### src/rtl/ca_pkg.sv
package ca_pkg;

  typedef enum logic [1:0] {
    PM_OPEN   = 2'd0,
    PM_WPROT  = 2'd1,
    PM_WONCE  = 2'd2,
    PM_RDONLY = 2'd3
  } pmode_t;

  localparam logic [7:0] CODE_PROTECT = 8'h55;
  localparam logic [7:0] CODE_WONCE   = 8'hAA;

  function automatic logic is_lock_code(input logic [7:0] v);
    return (v == CODE_PROTECT) || (v == CODE_WONCE);
  endfunction

endpackage

### src/rtl/ca_prot_shadow.sv
module ca_prot_shadow
  import ca_pkg::*;
#(
  parameter int ADDR_W      = 16,
  parameter int NUM_BLOCKS  = 10,
  parameter int BLOCK_BYTES = 256
) (
  input  logic              clk,
  input  logic              rst_n,
  input  logic              upd_we,
  input  logic [ADDR_W-1:0] upd_addr,
  input  logic [7:0]        upd_data,
  input  logic [ADDR_W-1:0] qa_addr,
  output pmode_t            qa_mode,
  input  logic [ADDR_W-1:0] qb_addr,
  output pmode_t            qb_mode,
  input  logic [ADDR_W-1:0] tgt_addr,
  output logic              tgt_blocked
);

  localparam int BLK_SH = $clog2(BLOCK_BYTES);
  localparam int BI_W   = (NUM_BLOCKS > 1) ? $clog2(NUM_BLOCKS) : 1;
  localparam logic [ADDR_W-1:0] REG_BASE  = ADDR_W'(NUM_BLOCKS * BLOCK_BYTES);
  localparam logic [ADDR_W-1:0] CTL_END   = REG_BASE + ADDR_W'(NUM_BLOCKS);
  localparam logic [ADDR_W-1:0] BLK_LK_A  = REG_BASE + ADDR_W'(30);
  localparam logic [ADDR_W-1:0] PAGE_LK_A = REG_BASE + ADDR_W'(31);
  localparam logic [ADDR_W-1:0] RO_BASE   = REG_BASE + ADDR_W'(32);
  localparam logic [ADDR_W-1:0] MAP_END   = REG_BASE + ADDR_W'(64);

  logic [7:0]            ctl_q [NUM_BLOCKS];
  logic [7:0]            blk_lock_q;
  logic [7:0]            page_lock_q;
  logic [NUM_BLOCKS-1:0] blk_wp, blk_wo, ctl_self;
  logic                  blk_lk, page_lk;

  assign blk_lk  = is_lock_code(blk_lock_q);
  assign page_lk = is_lock_code(page_lock_q);

  for (genvar n = 0; n < NUM_BLOCKS; n++) begin : g_blk
    localparam logic [ADDR_W-1:0] MY_A = REG_BASE + ADDR_W'(n);
    assign blk_wp[n]   = (ctl_q[n] == CODE_PROTECT);
    assign blk_wo[n]   = (ctl_q[n] == CODE_WONCE);
    assign ctl_self[n] = is_lock_code(ctl_q[n]);

    always_ff @(posedge clk or negedge rst_n) begin
      if (!rst_n) ctl_q[n] <= 8'h00;
      else if (upd_we && upd_addr == MY_A && !ctl_self[n]) ctl_q[n] <= upd_data;
    end

    p_ctl_selflock_r12: assert property (@(posedge clk) disable iff (!rst_n)
      ctl_self[n] |=> $stable(ctl_q[n]));
  end

  always_ff @(posedge clk or negedge rst_n) begin
    if (!rst_n) begin
      blk_lock_q  <= 8'h00;
      page_lock_q <= 8'h00;
    end else if (upd_we) begin
      if (upd_addr == BLK_LK_A && !blk_lk)   blk_lock_q  <= upd_data;
      if (upd_addr == PAGE_LK_A && !page_lk) page_lock_q <= upd_data;
    end
  end

  p_page_lock_hold_r12: assert property (@(posedge clk) disable iff (!rst_n)
    page_lk |=> $stable(page_lock_q));

  // Two identical classifiers: one for the external query, one for the write path.
  logic [ADDR_W-1:0] q_addr_v [2];
  pmode_t            q_mode_v [2];
  assign q_addr_v[0] = qa_addr;
  assign q_addr_v[1] = qb_addr;
  assign qa_mode     = q_mode_v[0];
  assign qb_mode     = q_mode_v[1];

  for (genvar q = 0; q < 2; q++) begin : g_cls
    logic [BI_W-1:0] bi, ci;
    assign bi = BI_W'(q_addr_v[q] >> BLK_SH);
    assign ci = BI_W'(q_addr_v[q] - REG_BASE);
    always_comb begin
      if (q_addr_v[q] < REG_BASE) begin
        if (blk_wp[bi])      q_mode_v[q] = PM_WPROT;
        else if (blk_wo[bi]) q_mode_v[q] = PM_WONCE;
        else                 q_mode_v[q] = PM_OPEN;
      end else if (q_addr_v[q] < CTL_END) begin
        if (ctl_self[ci])    q_mode_v[q] = PM_RDONLY;
        else if (page_lk)    q_mode_v[q] = PM_WPROT;
        else                 q_mode_v[q] = PM_OPEN;
      end else if (q_addr_v[q] < BLK_LK_A) begin
        q_mode_v[q] = page_lk ? PM_WPROT : PM_OPEN;
      end else if (q_addr_v[q] == BLK_LK_A) begin
        if (blk_lk)          q_mode_v[q] = PM_RDONLY;
        else if (page_lk)    q_mode_v[q] = PM_WPROT;
        else                 q_mode_v[q] = PM_OPEN;
      end else if (q_addr_v[q] == PAGE_LK_A) begin
        q_mode_v[q] = page_lk ? PM_RDONLY : PM_OPEN;
      end else begin
        q_mode_v[q] = PM_RDONLY;
      end
    end
  end

  // Copy-protection decision for a copy target.
  logic [BI_W-1:0] tbi;
  assign tbi = BI_W'(tgt_addr >> BLK_SH);
  always_comb begin
    if (tgt_addr < REG_BASE)     tgt_blocked = blk_wp[tbi] && blk_lk;
    else if (tgt_addr < RO_BASE) tgt_blocked = page_lk;
    else                         tgt_blocked = (tgt_addr >= MAP_END);
  end

endmodule

### src/rtl/ca_prog_seq.sv
module ca_prog_seq #(
  parameter int ADDR_W      = 16,
  parameter int OFS_W       = 5,
  parameter int PROG_CYCLES = 2_000_000
) (
  input  logic              clk,
  input  logic              rst_n,
  input  logic              start,
  input  logic [ADDR_W-1:0] start_addr,
  input  logic [OFS_W-1:0]  end_ofs,
  output logic              we,
  output logic [ADDR_W-1:0] addr,
  output logic [OFS_W-1:0]  ofs,
  output logic              busy,
  output logic              done
);

  localparam int TW = (PROG_CYCLES > 1) ? $clog2(PROG_CYCLES) : 1;
  localparam logic [TW-1:0] TMR_LAST = TW'(PROG_CYCLES - 1);

  typedef enum logic [1:0] {S_IDLE, S_WALK, S_WAIT} sst_t;

  sst_t                     st_q;
  logic [ADDR_W-OFS_W-1:0]  page_q;
  logic [OFS_W-1:0]         cur_q, end_q;
  logic [TW-1:0]            tmr_q;

  always_ff @(posedge clk or negedge rst_n) begin
    if (!rst_n) begin
      st_q   <= S_IDLE;
      page_q <= '0;
      cur_q  <= '0;
      end_q  <= '0;
      tmr_q  <= '0;
    end else begin
      case (st_q)
        S_IDLE: if (start) begin
          page_q <= start_addr[ADDR_W-1:OFS_W];
          cur_q  <= start_addr[OFS_W-1:0];
          end_q  <= end_ofs;
          st_q   <= S_WALK;
        end
        S_WALK: if (cur_q == end_q) begin
          st_q  <= S_WAIT;
          tmr_q <= '0;
        end else begin
          cur_q <= cur_q + 1'b1;
        end
        S_WAIT: if (tmr_q == TMR_LAST) st_q <= S_IDLE;
                else tmr_q <= tmr_q + 1'b1;
        default: st_q <= S_IDLE;
      endcase
    end
  end

  assign we   = (st_q == S_WALK);
  assign addr = {page_q, cur_q};
  assign ofs  = cur_q;
  assign busy = (st_q != S_IDLE);
  assign done = (st_q == S_WAIT) && (tmr_q == TMR_LAST);

  p_tmr_bound_r14: assert property (@(posedge clk) disable iff (!rst_n)
    (st_q == S_WAIT) |-> (tmr_q <= TMR_LAST));
  p_done_after_walk_r14: assert property (@(posedge clk) disable iff (!rst_n)
    done |-> $past(busy));
  p_no_restart_r6: assert property (@(posedge clk) disable iff (!rst_n)
    (busy && start) |-> 1'b0);

endmodule

### src/rtl/ca_auth_ctrl.sv
module ca_auth_ctrl #(
  parameter int ADDR_W = 16,
  parameter int OFS_W  = 5
) (
  input  logic              clk,
  input  logic              rst_n,
  input  logic              copy_cmd,
  input  logic              bus_reset,
  input  logic              rd_mem_cmd,
  input  logic              wr_addr_done,
  input  logic [ADDR_W-1:0] ta,
  input  logic [OFS_W-1:0]  e_ofs,
  input  logic              pf,
  input  logic              tgt_blocked,
  input  logic              auth_valid,
  output logic              auth_ready,
  input  logic [7:0]        auth_data,
  input  logic              seq_done,
  output logic              seq_start,
  output logic              aa,
  output logic              busy,
  input  logic              rslot_req,
  output logic              rslot_bit
);

  typedef enum logic [2:0] {A_IDLE, A_COLLECT, A_PROG, A_DONE, A_REFUSE} ast_t;

  ast_t       st_q;
  logic [1:0] cnt_q;
  logic [7:0] b0_q, b1_q;
  logic       aa_q, bs_q, tgl_q;
  logic       take, last, grant;
  logic [7:0] status_byte;

  assign auth_ready  = (st_q == A_COLLECT);
  assign take        = auth_valid && auth_ready;
  assign last        = take && (cnt_q == 2'd2);
  assign status_byte = 8'({aa_q, 1'b0, pf, e_ofs});
  assign grant       = last && (b0_q == ta[7:0]) && (b1_q == 8'(ta >> 8))
                    && (auth_data == status_byte) && !pf && !bs_q && !tgt_blocked;
  assign seq_start   = grant;

  always_ff @(posedge clk or negedge rst_n) begin
    if (!rst_n) begin
      st_q  <= A_IDLE;
      cnt_q <= '0;
      b0_q  <= '0;
      b1_q  <= '0;
      tgl_q <= 1'b0;
    end else begin
      case (st_q)
        A_IDLE, A_DONE, A_REFUSE: begin
          if (copy_cmd) begin
            st_q  <= A_COLLECT;
            cnt_q <= '0;
          end else if (bus_reset) begin
            st_q <= A_IDLE;
          end else if (st_q == A_DONE && rslot_req) begin
            tgl_q <= ~tgl_q;
          end
        end
        A_COLLECT: begin
          if (bus_reset) st_q <= A_IDLE;
          else if (take) begin
            cnt_q <= cnt_q + 1'b1;
            if (cnt_q == 2'd0) b0_q <= auth_data;
            if (cnt_q == 2'd1) b1_q <= auth_data;
            if (last) st_q <= grant ? A_PROG : A_REFUSE;
          end
        end
        A_PROG: if (seq_done) begin
          st_q  <= A_DONE;
          tgl_q <= 1'b0;
        end
        default: st_q <= A_IDLE;
      endcase
    end
  end

  always_ff @(posedge clk or negedge rst_n) begin
    if (!rst_n) begin
      aa_q <= 1'b0;
      bs_q <= 1'b0;
    end else begin
      if (grant)             aa_q <= 1'b1;
      else if (wr_addr_done) aa_q <= 1'b0;
      if (rd_mem_cmd)        bs_q <= 1'b1;
      else if (wr_addr_done) bs_q <= 1'b0;
    end
  end

  assign aa        = aa_q;
  assign busy      = (st_q == A_PROG);
  assign rslot_bit = (st_q == A_DONE) ? tgl_q : 1'b1;

  p_bs_set_r5: assert property (@(posedge clk) disable iff (!rst_n)
    rd_mem_cmd |=> bs_q);
  p_aa_rise_prog_r6: assert property (@(posedge clk) disable iff (!rst_n)
    $rose(aa_q) |-> (st_q == A_PROG));
  p_refuse_ones_r7: assert property (@(posedge clk) disable iff (!rst_n)
    (st_q == A_REFUSE) |-> rslot_bit);
  p_alternate_r7: assert property (@(posedge clk) disable iff (!rst_n)
    (st_q == A_DONE && rslot_req && !copy_cmd && !bus_reset)
      |=> (rslot_bit != $past(rslot_bit)));
  p_ready_collect_r13: assert property (@(posedge clk) disable iff (!rst_n)
    auth_ready |-> !busy);

endmodule

### src/rtl/copy_auth_unit.sv
module copy_auth_unit
  import ca_pkg::*;
#(
  parameter int NUM_BLOCKS      = 10,
  parameter int PAGES_PER_BLOCK = 8,
  parameter int PAGE_BYTES      = 32,
  parameter int ADDR_W          = 16,
  parameter int PROG_CYCLES     = 2_000_000
) (
  input  logic              clk,
  input  logic              rst_n,
  input  logic              copy_cmd,
  input  logic              bus_reset,
  input  logic              rd_mem_cmd,
  input  logic              wr_addr_done,
  input  logic [ADDR_W-1:0] ta,
  input  logic [4:0]        e_ofs,
  input  logic              pf,
  input  logic              auth_valid,
  output logic              auth_ready,
  input  logic [7:0]        auth_data,
  output logic              aa,
  output logic              copy_busy,
  input  logic              rslot_req,
  output logic              rslot_bit,
  output logic [4:0]        sp_idx,
  input  logic [7:0]        sp_data,
  output logic              arr_we,
  output logic [ADDR_W-1:0] arr_addr,
  output logic [7:0]        arr_wdata,
  input  logic [7:0]        arr_rdata,
  input  logic [ADDR_W-1:0] q_addr,
  output logic [1:0]        q_mode
);

  localparam int OFS_W       = $clog2(PAGE_BYTES);
  localparam int BLOCK_BYTES = PAGES_PER_BLOCK * PAGE_BYTES;

  logic   tgt_blocked, seq_start, seq_done, seq_busy;
  pmode_t qa_mode, wr_mode;

  ca_prot_shadow #(
    .ADDR_W(ADDR_W), .NUM_BLOCKS(NUM_BLOCKS), .BLOCK_BYTES(BLOCK_BYTES)
  ) shadow_i (
    .clk(clk), .rst_n(rst_n),
    .upd_we(arr_we), .upd_addr(arr_addr), .upd_data(arr_wdata),
    .qa_addr(q_addr), .qa_mode(qa_mode),
    .qb_addr(arr_addr), .qb_mode(wr_mode),
    .tgt_addr(ta), .tgt_blocked(tgt_blocked)
  );

  ca_auth_ctrl #(.ADDR_W(ADDR_W), .OFS_W(OFS_W)) auth_i (
    .clk(clk), .rst_n(rst_n),
    .copy_cmd(copy_cmd), .bus_reset(bus_reset),
    .rd_mem_cmd(rd_mem_cmd), .wr_addr_done(wr_addr_done),
    .ta(ta), .e_ofs(e_ofs), .pf(pf), .tgt_blocked(tgt_blocked),
    .auth_valid(auth_valid), .auth_ready(auth_ready), .auth_data(auth_data),
    .seq_done(seq_done), .seq_start(seq_start),
    .aa(aa), .busy(copy_busy),
    .rslot_req(rslot_req), .rslot_bit(rslot_bit)
  );

  ca_prog_seq #(.ADDR_W(ADDR_W), .OFS_W(OFS_W), .PROG_CYCLES(PROG_CYCLES)) seq_i (
    .clk(clk), .rst_n(rst_n),
    .start(seq_start), .start_addr(ta), .end_ofs(e_ofs),
    .we(arr_we), .addr(arr_addr), .ofs(sp_idx),
    .busy(seq_busy), .done(seq_done)
  );

  always_comb begin
    case (wr_mode)
      PM_OPEN:  arr_wdata = sp_data;
      PM_WONCE: arr_wdata = arr_rdata & sp_data;
      default:  arr_wdata = arr_rdata;
    endcase
  end

  assign q_mode = qa_mode;

  p_we_busy_r6: assert property (@(posedge clk) disable iff (!rst_n)
    arr_we |-> copy_busy);
  p_busy_match_r14: assert property (@(posedge clk) disable iff (!rst_n)
    copy_busy == seq_busy);
  p_rdonly_keep_r12: assert property (@(posedge clk) disable iff (!rst_n)
    (arr_we && wr_mode == PM_RDONLY) |-> (arr_wdata == arr_rdata));

endmodule

### config.mk
export PLATFORM = sky130hd
export DESIGN_NAME = copy_auth_unit
export DESIGN_NICKNAME = d
export VERILOG_FILES = /design/src/rtl/ca_pkg.sv /design/src/rtl/ca_prot_shadow.sv /design/src/rtl/ca_prog_seq.sv /design/src/rtl/ca_auth_ctrl.sv /design/src/rtl/copy_auth_unit.sv
export SDC_FILE = /design/constraint.sdc
export NUM_CORES = 1
export LEC_CHECK = 0
export BUFFER_PORTS_ARGS = -buffer_cell sky130_fd_sc_hd__buf_4
export CAP_MARGIN = 20
export CORE_MARGIN = 2
export CORE_UTILIZATION = 30
export CTS_CLUSTER_DIAMETER = 100
export DETAILED_ROUTE_END_ITERATION = 8
export PLACE_DENSITY = 0.49
export SYNTH_ARGS = -nofsm -noshare
export SYNTH_HDL_FRONTEND = slang
export SYNTH_HIERARCHICAL = 1
export SYNTH_SLANG_ARGS = --single-unit
### constraint.sdc
create_clock -name clk -period 2.95 [get_ports clk]
set_input_delay 0.1475 -clock clk [delete_from_list [all_inputs] [get_ports clk]]
set_output_delay 0.1475 -clock clk [all_outputs]
set_load 0.05 [all_outputs]
# [Yosys cells after proc, flatten, opt, wreduce, memory -nomap -nowiden]
# Index checks and enable logic that the tools add are counted.
[totals] register_bits=164 in_bits=70 output_inout_bits=36
[classes] addsub=5 magnitude_cmp=14 eq_ne=67 mux=67 n_bitwise=3 reduce_logical=82
[ops] op="$eq A16 B12 Y1 const B" n=14
[ops] op="$lt A16 B12 Y1 const B" n=8
[ops] op="$eq A8 B7 Y1 const B" n=12
[ops] op="$eq A8 B8 Y1 const B" n=12
[ops] op="$mux W2" n=24
[ops] op="$mux W21" n=2
[ops] op="$pmux W21 S2" n=1
[ops] op="$logic_and A1 B1 Y1" n=33
[ops] op="$bmux W1 S4" n=7
[ops] op="$lt A4 B5 Y1 const B" n=5
[ops] op="$eq A8 B8 Y1" n=3
[ops] op="$add A21 B1 Y21 const B" n=1
[ops] op="$eq A21 B21 Y1 const B" n=1
[ops] op="$mux W3" n=7
[ops] op="$mux W1" n=18
[ops] op="$ge A16 B12 Y1 const B" n=1
[ops] op="$ne A2 B2 Y1 const B" n=8
[ops] op="$pmux W8 S2" n=1
[ops] op="$reduce_and A4 Y1" n=4
[ops] op="$logic_not A1 Y1" n=15
[ops] op="$logic_or A1 B1 Y1" n=12
[ops] op="$reduce_bool A2 Y1" n=6
[ops] op="$mux W5" n=2
[ops] op="$pmux W5 S2" n=1
[ops] op="other kinds (23)" n=40

# [Logic depth before layout (Yosys ltp)]
[logic_depth] word_depth=14 mapped_depth=15 depth_no_buf=14

# [Cells and area by module]
# Netlist, hierarchy kept.
[modules_own_cells] mod="ca_prot_shadow" instances=1 cells_each=441 area_per_inst_um2=5363.9
[modules_own_cells] mod="ca_prog_seq" instances=1 cells_each=216 area_per_inst_um2=2235.9
[modules_own_cells] mod="ca_auth_ctrl" instances=1 cells_each=121 area_per_inst_um2=1435.1
[modules_own_cells] mod="copy_auth_unit" instances=1 cells_each=10 area_per_inst_um2=103.8

# [Least setup slack after synthesis]
# OpenSTA, ideal clock, no wires.
[synth_timing] kind="register to register" startpoint="register seq_i.page_q[3]" endpoint="register shadow_i.blk_lock_q[0]" setup_ps=67 arrival_time_ps=3325 required_ps=2883 setup_slack_ps=-441 path_stages_with_launch=11 path_buffers=2 path_cell_list="dfrtp_1 clkbuf_1 mux4_2 mux2_2 nor2_1 nor3_1 a22o_1 nor2_8 o22a_1 clkbuf_1 mux2_2"
[synth_via] elab_chain_len=8 word_cells_on_any_way=21 classes_between="3 x order compare; 3 x eq/ne; 12 x mux; 3 x reduce/logical"
[synth_rtl] element="start: declaration" line="ca_prog_seq.sv:24" rtl="logic [ADDR_W-OFS_W-1:0] page_q;"
[synth_rtl] element="start signal: assignment" line="ca_prog_seq.sv:38" rtl="page_q <= start_addr[ADDR_W-1:OFS_W];"
[synth_rtl] element="parallel branches: the longest is 5 deep, another holds $lt A16 B12 Y1"
[synth_rtl] element="$mux W2 (*)" line="ca_prot_shadow.sv:80" rtl="if (q_addr_v[q] < REG_BASE) begin"
[synth_rtl] element="net wr_mode[1]" line="copy_auth_unit.sv:40" rtl="pmode_t qa_mode, wr_mode;"
[synth_rtl] element="$eq A2 B2 Y1 or $logic_not A2 Y1 (tied branches)" line="copy_auth_unit.sv:71" rtl="case (wr_mode)"
[synth_rtl] element="$pmux W8 S2 (*)" line="copy_auth_unit.sv:71"
[synth_rtl] element="net arr_wdata[0]" line="copy_auth_unit.sv:30" rtl="output logic [7:0] arr_wdata,"
[synth_rtl] element="end signal: assignment" line="ca_prot_shadow.sv:59" rtl="if (upd_addr == BLK_LK_A && !blk_lk) blk_lock_q <= upd_data;"
[synth_rtl] element="end: declaration" line="ca_prot_shadow.sv:31" rtl="logic [7:0] blk_lock_q;"
# Mark *: on every way through the listed nets, which the timed path passes. The select of a mux whose other input is x is not followed.
# A chain may end at the register's enable or synchronous reset.

# [Final worst setup path]
[layout_timing] startpoint="register shadow_i/ctl_q[31] (netlist bit)" endpoint="output arr_wdata[3]"
[layout_via] elab_chain_len=9 word_cells_on_any_way=17 classes_between="3 x eq/ne; 12 x mux; 2 x reduce/logical"
[layout_rtl] element="start: declaration" line="ca_prot_shadow.sv:30" rtl="logic [7:0] ctl_q [NUM_BLOCKS];"
[layout_rtl] element="start signal: indexed assignment" line="ca_prot_shadow.sv:47" rtl="else if (upd_we && upd_addr == MY_A && !ctl_self[n]) ctl_q[n] <= upd_data;"
[layout_rtl] element="$eq A8 B7 Y1 or $eq A8 B8 Y1 (tied branches)" line="ca_pkg.sv:14, ca_prot_shadow.sv:41, ca_prot_shadow.sv:42"
[layout_rtl] element="$logic_or A1 B1 Y1" line="ca_pkg.sv:14" rtl="return (v == CODE_PROTECT) || (v == CODE_WONCE);"
[layout_rtl] element="$bmux W1 S4" line="ca_prot_shadow.sv:85" rtl="if (ctl_self[ci]) q_mode_v[q] = PM_RDONLY;"
[layout_rtl] element="$mux W1 (implied by the code)" line="ca_prot_shadow.sv:85"
[layout_rtl] element="$mux W2" line="ca_prot_shadow.sv:85"
[layout_rtl] element="$mux W2" line="ca_prot_shadow.sv:84" rtl="end else if (q_addr_v[q] < CTL_END) begin"
[layout_rtl] element="$mux W2 (*)" line="ca_prot_shadow.sv:80"
[layout_rtl] element="net wr_mode[1]" line="copy_auth_unit.sv:40"
[layout_rtl] element="$eq A2 B2 Y1 or $logic_not A2 Y1 (tied branches)" line="copy_auth_unit.sv:71"
[layout_rtl] element="$pmux W8 S2 (*)" line="copy_auth_unit.sv:71"
[layout_rtl] element="end: declaration" line="copy_auth_unit.sv:30"
# The timed path passes the listed nets; every way through them passes the cells marked *. The select of a mux whose other input is x is not followed.

==> flow_summary.ini <==
[power]
power_density_nw_per_um2 = 424
swShare_pct = 26.6
combPwrFrac_pct = 14.5
seqPwrFrac_pct = 44.6
p_int_w = 0.00411
p_sw_w = 0.00149
p_leak_nw = 5.92
ir_drop_mv = 0.369
power_frac_clock_pct = 41.0

[synth]
ys.flop_type = dfrtp_1
syn_inst = 788
syn-num-nets = 863
syn_area_sq_um = 9140
synth.largest_area_cell = dfrtp_1
synth_seq_cells = 164
synth_top_area_share_pct = 44.9
synth_most_common_cell = dfrtp_1
synth.distinct_cells = 77
synthTopCellsByArea = dfrtp_1 45%, mux2_2 13%, nor4bb_1 4.8%
synthTopCellsByCount = 164 x dfrtp_1, 107 x mux2_2, 74 x nand2_1
syn_avg_cell_area_sq_um = 11.6
seq_area_frac_synth_pct = 44.9
yosysWarnings = 6
postSynth.asyncResetShare_pct = 100
synth_edf_count = 0

[clocking]
h-tree-depth = 4
path_clk_slew_ns = 0.07
numCtsBuffers = 17
root_buffer = clkbuf_16
cts.sinks = 164
cts_tree = built
insertion_delay_ns = 0.44
max-clock-path-buffers = 2

[setup_path]
crit_fanout = 8
startpoint_type = register
critPathRequiredTime_ns = 2.80
cp-end-kind = output port
path_class = reg2out
cp.arrival_ns = 3.22

[global_route]
grt_first_pass_wirelength_mm = 44.1
antenna_found_initial = 0
first_global_vias = 7415
grt_usage_pct = 18.5
grt_max_degree = 68
grt_overflow = 0

[run_status]
violations = negative setup slack
outcome = complete, but fails checks

[timing]
max-slew-margin-rel_pct = 56.0
fin_worst_skew_ns = 0.0129
fmaxAchievable_mhz = 297
fin_ws_ns = -0.413
tightest_slew_ns = 0.654
fin_crit_sh_pct = 114
drv_slew = 0
setup_viol = 127
grt_setup_unrepaired = yes
finalHoldViolCount = 0
finalCriticalPeriod_ns = 3.36

[floorplanning]
dieWidth_microns = 179
die_height_microns = 179
io_pins = 106
initial_core_util_pct = 30.7
rows = 63
die_area_sq_um = 31900
fp.coreArea_sq_um = 29800

[detailed_routing]
vias = 7417
avgRoutedWirePerCell_microns = 20.2
via_per_inst = 5.12
drc = 0
dr.pass1.iters = 5
routed_wl_mm = 29.3
detail-route-antenna-nets = 0
drt_iter0_markers = 537

[finish]
fillers = 2801
drive_gt1_share_pct = 48.5
fin_area_sq_um = 13200
area_delta_synth_final_pct = 44.3
fin_cells = 1450
diodes = 0
finalNetCount = 1122

[placement]
place.gp.congestion = 0.805
hpwl_mm = 20.2
io_buffer_count = 105
dp_cells = 1376
dpl_cell_area_sq_um = 11300
pre_cts_ws_ns = -0.468

[worst_hold_path]
hold_path.class = in2reg

[flow_run]
maxCapViolations = 0
-- sequential cells by signal (all words and copies together) (netlist names) --
| name | flops |
|---|---|
| auth_i/tgl_q | 1 |
| seq_i/page_q | 11 |
| seq_i/tmr_q | 21 |
| auth_i/b1_q | 8 |
| auth_i/b0_q | 8 |
| auth_i/cnt_q | 2 |
| shadow_i/blk_lock_q | 8 |
| seq_i/st_q | 2 |
| seq_i/ofs | 5 |
| auth_i/st_q | 3 |
| auth_i/aa | 1 |
| auth_i/bs_q | 1 |
| shadow_i/page_lock_q | 8 |
| shadow_i/ctl_q | 80 |
| seq_i/end_q | 5 |
-- path summary, 6_finish.rpt --
kind / from / end / cells past startpoint / slack (ns)
min reg2reg: seq_i/tmr_q[19] / seq_i/tmr_q[19] / 1 / 0.48
min in group asynchronous: rst_n / auth_i/b0_q[5] / 2 / 0.24
min: copy_cmd / auth_i/st_q[1] / 4 / 0.06
max: shadow_i/ctl_q[31] / arr_wdata[3] / 11 / -0.41
max in group asynchronous: rst_n / shadow_i/ctl_q[76] / 3 / 1.86
max reg2reg: shadow_i/ctl_q[72] / shadow_i/ctl_q[19] / 14 / -0.31
-- layout by cell type (no fill, tap or decap), drive strengths merged, types with 6 or more instances in the layout --
cell type / count
nand4: 14
o22a: 8
buf: 252
mux2i: 12
nor2: 38
nand2: 77
nor4bb: 44
nor2b: 6
xor2: 27
nand2b: 7
mux4: 12
o21ai: 23
inv: 19
clkinv: 6
nor4: 16
nor3: 16
nand3: 25
clkbuf: 20
a31oi: 9
dfrtp: 164
a21oi: 28
dlygate4sd3: 21
mux2: 131
-- worst max-delay path, cell delays in order (launching register included) --
cell and delay, ns:
dfrtp_1 0.41, nor4bb_1 0.31, nand2_1 0.15, buf_4 0.18, mux4_2 0.46, mux2_4 0.29
nor2_4 0.09, nor3_2 0.05, a22o_2 0.28, nor2_8 0.19, o22a_4 0.20, buf_8 0.15
-- final cells by class --
| cell class | instances | area [sq um] | area share [%] |
|---|---|---|---|
| Clock buffer | 17 | 425 | 3.22 |
| Sequential cell | 164 | 4110 | 31.1 |
| Inverter | 12 | 45.0 | 0.341 |
| Multi-Input combinational cell | 576 | 5470 | 41.5 |
| Tap cell | 390 | 488 | 3.70 |
| Timing Repair Buffer | 276 | 2480 | 18.8 |
| Clock inverter | 15 | 170 | 1.29 |
-- power by group through the flow --
stage               clock network [W]  registers, W  logic, W
floorplan                           0       0.00251  0.000436
global placement                    0       0.00253  0.000710
detailed placement                  0       0.00253  0.000716
CTS                           0.00236       0.00249  0.000791
global route                  0.00245       0.00251  0.000874
finish                        0.00229       0.00249  0.000810
-- stage by stage --
stage | total power, W | hold WS [ns] | setup TNS [ns] | utilization, %
4_1_cts | 0.00564 | 0.0302 | -27.37 | 42.7
2_1_floorplan | 0.00294 | -0.148 | 0 | -
3_3_place_gp | 0.00324 | 0.162 | -33.02 | 38.0
6_report | 0.00560 | 0.0609 | -23.68 | 44.3
5_1_grt | 0.00583 | 0.0594 | -36.46 | 44.3
3_5_place_dp | 0.00325 | 0.157 | -38.01 | 38.0
-- metal layers --
metal | global-route usage (%) | up-vias | routed length, microns
li1 | - | 3497 | -
met1 | 25.9 | 3739 | 14100
met2 | 29.7 | 157 | 13600
met3 | 2.90 | 24 | 1040
met4 | 4.78 | 0 | 493
met5 | 0 | - | 0
-- repair_timing --
action | in CTS | in global routing
gates cloned | 2 | 2
setup buffers | 12 | 14
gates resized for setup | 109 | 99
pin swaps | 19 | 23
endpoints found under the hold margin | 81 | 0
setup endpoints to repair | 127 | 128
hold buffers | 21 | 0
-- cells by family (layout without fill, tap and decap cells) --
family	count (synthesis)	after routing	synth area share, %
flops	164	164	44.9
buf+inv	48	320	2.71
compound gates	114	114	8.39
fa+ha+maj	5	5	0.685
simple gates	274	274	19.2
mux	155	155	21.4
xor+xnor	28	28	2.68
No activity file was read; power rests on OpenSTA's default activity.
